## config.mk

```make
export PLATFORM = sky130hd
export DESIGN_NAME = burst_addr_gen
export DESIGN_NICKNAME = d
export VERILOG_FILES = /design/src/rtl/burst_seq_pkg.sv /design/src/rtl/burst_beat_ctr.sv /design/src/rtl/burst_base_reg.sv /design/src/rtl/burst_lo_map.sv /design/src/rtl/burst_addr_gen.sv
export SDC_FILE = /design/constraint.sdc
export NUM_CORES = 1
export LEC_CHECK = 0
export BUFFER_PORTS_ARGS = -buffer_cell sky130_fd_sc_hd__buf_2
export CORE_MARGIN = 5
export CORE_UTILIZATION = 39
export DETAILED_ROUTE_END_ITERATION = 16
export GPL_TIMING_DRIVEN = 0
export PLACE_DENSITY = 0.72
export SLEW_MARGIN = 20
export SYNTH_ARGS = -nofsm -noshare
export SYNTH_HDL_FRONTEND = slang
export SYNTH_HIERARCHICAL = 1
export SYNTH_SLANG_ARGS = --single-unit
```

## constraint.sdc

```tcl
create_clock -name clk_i -period 0.9 [get_ports clk_i]
set_input_delay 0.18 -clock clk_i [delete_from_list [all_inputs] [get_ports clk_i]]
set_output_delay 0.18 -clock clk_i [all_outputs]
set_load 0.1 [all_outputs]
```

## src/rtl/burst_seq_pkg.sv

```systemverilog
package burst_seq_pkg;
  localparam int BEAT_W = 2;
  typedef enum logic {ORD_XOR = 1'b0, ORD_WRAP = 1'b1} order_e;
endpackage

```

## src/rtl/burst_beat_ctr.sv

```systemverilog
module burst_beat_ctr #(
  parameter int BEAT_W = 2
) (
  input  logic              clk_i,
  input  logic              rst_ni,
  input  logic              load_i,
  input  logic              step_i,
  output logic [BEAT_W-1:0] beat_o
);
  logic [BEAT_W-1:0] beat_q;

  always_ff @(posedge clk_i or negedge rst_ni) begin
    if (!rst_ni)     beat_q <= '0;
    else if (load_i) beat_q <= '0;
    else if (step_i) beat_q <= BEAT_W'(beat_q + 1'b1);
  end

  assign beat_o = beat_q;
endmodule

```

## src/rtl/burst_base_reg.sv

```systemverilog
module burst_base_reg
  import burst_seq_pkg::*;
#(
  parameter int ADDR_W = 19
) (
  input  logic              clk_i,
  input  logic              rst_ni,
  input  logic              load_i,
  input  logic [ADDR_W-1:0] addr_i,
  input  order_e            order_i,
  output logic [ADDR_W-1:0] base_o,
  output order_e            order_o
);
  logic [ADDR_W-1:0] base_q;
  order_e            order_q;

  always_ff @(posedge clk_i or negedge rst_ni) begin
    if (!rst_ni) begin
      base_q  <= '0;
      order_q <= ORD_XOR;
    end else begin
      order_q <= order_i;  // ordering always sampled: one-cycle latency
      if (load_i) base_q <= addr_i;
    end
  end

  assign base_o  = base_q;
  assign order_o = order_q;
endmodule

```

## src/rtl/burst_lo_map.sv

```systemverilog
module burst_lo_map
  import burst_seq_pkg::*;
#(
  parameter int BEAT_W = 2
) (
  input  logic [BEAT_W-1:0] base_lo_i,
  input  logic [BEAT_W-1:0] beat_i,
  input  order_e            order_i,
  output logic [BEAT_W-1:0] lo_o
);
  logic [BEAT_W-1:0] xor_lo;
  logic [BEAT_W-1:0] wrap_lo;

  for (genvar b = 0; b < BEAT_W; b++) begin : g_xor
    assign xor_lo[b] = base_lo_i[b] ^ beat_i[b];
  end

  assign wrap_lo = BEAT_W'(base_lo_i + beat_i);

  always_comb begin
    unique case (order_i)
      ORD_WRAP: lo_o = wrap_lo;
      default:  lo_o = xor_lo;
    endcase
  end
endmodule

```

## src/rtl/burst_addr_gen.sv

```systemverilog
module burst_addr_gen
  import burst_seq_pkg::*;
#(
  parameter int ADDR_W = 19
) (
  input  logic              clk_i,
  input  logic              rst_ni,
  input  logic [ADDR_W-1:0] addr_i,
  input  logic              ads_proc_ni,
  input  logic              ads_cache_ni,
  input  logic              adv_ni,
  input  logic              mode_i,
  output logic [ADDR_W-1:0] addr_o,
  output logic [1:0]        beat_o
);
  localparam int LO_W = BEAT_W;

  logic              load;
  logic              step;
  logic [ADDR_W-1:0] base;
  order_e            order_q;
  logic [LO_W-1:0]   beat;
  logic [LO_W-1:0]   lo;

  assign load = !ads_proc_ni || !ads_cache_ni;
  assign step = !load && !adv_ni;  // strobe wins over advance

  burst_base_reg #(.ADDR_W(ADDR_W)) u_base (
    .clk_i  (clk_i),
    .rst_ni (rst_ni),
    .load_i (load),
    .addr_i (addr_i),
    .order_i(order_e'(mode_i)),
    .base_o (base),
    .order_o(order_q)
  );

  burst_beat_ctr #(.BEAT_W(LO_W)) u_ctr (
    .clk_i (clk_i),
    .rst_ni(rst_ni),
    .load_i(load),
    .step_i(step),
    .beat_o(beat)
  );

  burst_lo_map #(.BEAT_W(LO_W)) u_map (
    .base_lo_i(base[LO_W-1:0]),
    .beat_i   (beat),
    .order_i  (order_q),
    .lo_o     (lo)
  );

  assign addr_o = {base[ADDR_W-1:LO_W], lo};
  assign beat_o = beat;
endmodule

```

-- Yosys cells after proc, flatten, opt, wreduce, memory -nomap -nowiden
Cells that the tools add are included.
- RAM bits: 0
- memories kept: 0
- bits in registers: 22
- logic and storage cells: 17
- ROM bits: 0
- bits in latches: 0
- output and inout bits: 21
- input bits: 25
- add/subtract/negate cells: 2
- multiply operators: 0
- mux-type cells: 3
- reductions and logical operators: 7
- equal/unequal tests: 0
- div/mod/pow operators: 0
- shift-type cells: 0
- bitwise logic cells: 2
- order comparisons: 0
- operators with widths (kind ; count):
    2-bit 2-to-1 mux ; 3
    1-bit zero test ; 4
    2-bit by 1-bit adder with 2-bit output, second input constant ; 1
    2-bit adder ; 1
    2-bit nonzero test ; 1
    1-bit bitwise XOR ; 2
    1-bit logical AND ; 1
    1-bit logical OR ; 1

-- Logic depth before layout (Yosys ltp)
- depth after elaboration: 6
- depth in mapped cells: 4
- depth with buffers taken out: 3

-- Modules after synthesis
Netlist, hierarchy kept.
- modules (own cells, without submodules) (module ; cells an instance ; times used ; area an instance (um^2) ; seq. area each (um^2)):
    burst_base_reg ; 41 ; 1 ; 783.3 ; 500.5
    burst_beat_ctr ; 7 ; 1 ; 88.8 ; 50.0
    burst_lo_map ; 4 ; 1 ; 33.8 ; 0.0
    burst_addr_gen ; 2 ; 1 ; 12.5 ; 0.0

-- Worst setup path before layout
Ideal clock, no wire load.
- path kind: register -> output
- start: register u_ctr.beat_q[0] (netlist: u_ctr/beat_o[0])
- end: output addr_o[1]
- arrival: 2863 ps
- slack: -2143 ps
- data required time: 720 ps
- cell stages (with the launch flop): 4
- path buffers: 0
- cells stage by stage: dfrtp_1 > ha_1 > nand2_1 > xnor2_1
- cells in the longest elaborated chain, start to end: 2
- ends and longest elaborated chain (element ; line ; text):
    start, declared ; burst_beat_ctr.sv:10 ; logic [BEAT_W-1:0] beat_q;
    start signal, assigned ; burst_beat_ctr.sv:15 ; else if (step_i) beat_q <= BEAT_W'(beat_q + 1'b1);
    2-bit adder ; burst_lo_map.sv:18 ; assign wrap_lo = BEAT_W'(base_lo_i + beat_i);
    2-bit 2-to-1 mux ; burst_lo_map.sv:21 ; unique case (order_i)
    end, declared ; burst_addr_gen.sv:13 ; output logic [ADDR_W-1:0] addr_o,
No other way between the ends.

-- Worst setup path after layout
Same ends and word-level chain as after synthesis.

==> metrics.cfg <==
[route]
dr.pass1.iters=4
drt_iter0_drc=5
wire_per_inst_um=16.82
ant_nets=0
vias=619
routed_wirelength_um=2305
drc=0
viasPerCell=4.518

[timing]
hold_ws_ps=95.18
skew_ps=0.2391
period_share_pct=172.4
fmax_mhz=644.6
tns_ps=-7095
grt_setup_unrepaired=true
setup_ws_ps=-651.3
drv_slew=0
finalHoldViolations=0
tightest_slew_ps=482.2
finalCriticalPeriod_ps=1551
setup_viol=26
slew_headroom_pct=67.85

[floorplanning]
io_pins=46
initial_core_util_pct=41.12
die_area_mm2=0.003425
die_y_um=58.53
core_area_mm2=0.002233
num_rows=17
fp.dieW_um=58.53

[synthesis]
ys_ff_latch=22
synth.largest_area_cell=dfrtp_1
synthCells=54
syn_area_per_cell_um2=17.01
synth_area_leaders=dfrtp_1 (60%), mux2_4 (16%), mux2_2 (11%), buf_12 (2.2%), xnor2_1 (1.9%)
ys_warn_count=6
synth_top_area_share_pct=59.95
ys_seq_area_share_pct=59.95
synth_nets=80
synth.cell_area_um2=918.4
ys_types=14

[setup_path]
worstSetupPathType=reg2out
required_ps=720
arrival_ps=1370
cp_max_fo=2
crit_path_end_kind=output pin
cp-start-kind=register
cpMaxStageDelayCell=dfrtp_4
path_cells=ha_4 > nand2_4 > xnor2_4 > buf_12
critPathMaxStageDelay_ps=510

[clocking]
insertion_delay_ps=300
tritoncts.num_buffers=3
clockBufferDepth=2
htreeDepth=1
cts_tree=yes
ctsRootBufferMaster=clkbuf_4
clk_pin_slew_ps=130
clock-sinks=22

[pwr]
p_leak_nw=0.7877
swShare_pct=35.35
power_w=0.003141
intPower_w=0.002031
ir_drop_uv=1458
switchingPower_w=0.001110
p_clk_share_pct=24.4
power.density_mw_per_mm2=1801
combPwrFrac_pct=37.5
p_seq_share_pct=38.0

[hold_path]
hp-class=in2reg

[grt]
antenna_found_initial=0
grt_max_degree=23
overflow=0
grt_pass1_vias=741
gr-usage-all-layers_pct=14.46
grt_pass1_wl_um=3663

[flow_run]
maxCapViolCount=0

[layout]
n_fill_cell=132
synthToLayoutAreaGrowth_pct=89.92
mostFrequentLayoutCells=buf_2 (24), buf_12 (22), dfrtp_4 (19)
final_common_cell=buf_2
drive_gt1_share_pct=90.83
antennaDiodeCount=0
final_nets=136

[place]
io_buffer_count=45
gp_congestion=0.6909
place_hpwl_um=1512

[outcome]
violations=setup timing
status=finished, violations left

## metal layers
metal / up-vias / part of all wire, % / GRT usage (%)
met5: - / 0 / 0
met2: 14 / 62 / 29.19
li1: 294 / - / -
met4: 0 / 0 / 2.980
met1: 311 / 35 / 15.50
met3: 0 / 3.3 / 2.193
## cells in the mapped netlist, drive strengths merged
cell type	instances
a21oi	1
a21bo	1
dfrtp	22
nand2	2
mux2	19
buf	2
nand3b	1
and3b	1
xor2	1
xnor2	2
nor2	1
ha	1
## final cells by class
class / count / area, um2 / area share [%]
flip-flops and latches: 22 / 621.8 / 35.65
repair buffers: 51 / 601.8 / 34.51
multi-input cells: 30 / 401.6 / 23.03
well taps: 28 / 35.03 / 2.009
plain buffers: 2 / 31.28 / 1.793
clock inverters: 1 / 30.03 / 1.722
clock buffers: 3 / 22.52 / 1.291
## logic make-up after synthesis
kind of cell	after synthesis	share of synthesized area, %
AND/OR/NAND/NOR	5	2.998
AO/OA/AOI/OAI	2	2.044
multiplexers	19	27.38
XOR/XNOR	3	2.862
flip-flops	22	59.95
adder cells (fa/ha/maj)	1	1.362
buffers and inverters	2	3.406
## path summary, 6_finish.rpt
check                                             start                       endpoint  slack, ps  depth (start not counted)
setup / recovery            u_ctr/beat_o[0]$_DFFE_PN0P_                      addr_o[1]       -650                          4
hold / removal                               addr_i[17]  u_base/base_o[17]$_DFFE_PN0P_        100                          2
setup reg to reg            u_ctr/beat_o[0]$_DFFE_PN0P_    u_ctr/beat_o[1]$_DFFE_PN0P_       -160                          3
hold reg to reg            u_base/base_o[0]$_DFFE_PN0P_   u_base/base_o[0]$_DFFE_PN0P_        600                          1
max in group asynchronous                        rst_ni  u_base/base_o[13]$_DFFE_PN0P_        160                          2
min in group asynchronous                        rst_ni   u_base/base_o[5]$_DFFE_PN0P_        370                          2
## per-stage QoR
| step | util [%] | instances | setup slack (ps) | cell area [um2] |
|---|---|---|---|---|
| after CTS | 77.93 | 137 | -651.9 | 1740 |
| after global placement | 58.04 | 127 | -586.0 | 1296 |
| after floorplan | - | 54 | -755.4 | 1036 |
| after global routing | 78.10 | 137 | -705.5 | 1744 |
| after detailed placement | 58.04 | 127 | -587.4 | 1296 |
| final | 78.10 | 137 | -651.3 | 1744 |
## worst max-delay path, delay by kind of cell (launching register included)
kind / cells / cell delay [ps]
flops: 1 / 510
buf+inv: 1 / 190
fa+ha+maj: 1 / 170
xor+xnor: 1 / 120
simple gates: 1 / 70
## what timing repair did
item | in CTS | in global routing
endpoints found under the hold margin | 23 | 0
endpoints found under the setup margin | 22 | 32
buffers inserted | 4 | 1
pin swaps | 3 | 2
resized for setup | 88 | 2
hold buffers | 2 | 0
## registers in the layout (all words and copies together), names as in the netlist
register        flops
u_base/base_o      19
u_base/order_o      1
u_ctr/beat_o        2
## power by group through the flow
| stage | combinational (W) | clock, W | sequential (W) |
|---|---|---|---|
| final | 0.00118 | 0.000768 | 0.00119 |
| after global routing | 0.00121 | 0.000841 | 0.00120 |
| after CTS | 0.00118 | 0.000753 | 0.00119 |
| after detailed placement | 0.000896 | 0 | 0.00117 |
| after global placement | 0.000885 | 0 | 0.00117 |
| after floorplan | 0.000241 | 0 | 0.00167 |
Note: power is estimated with default switching activity, not from simulation.
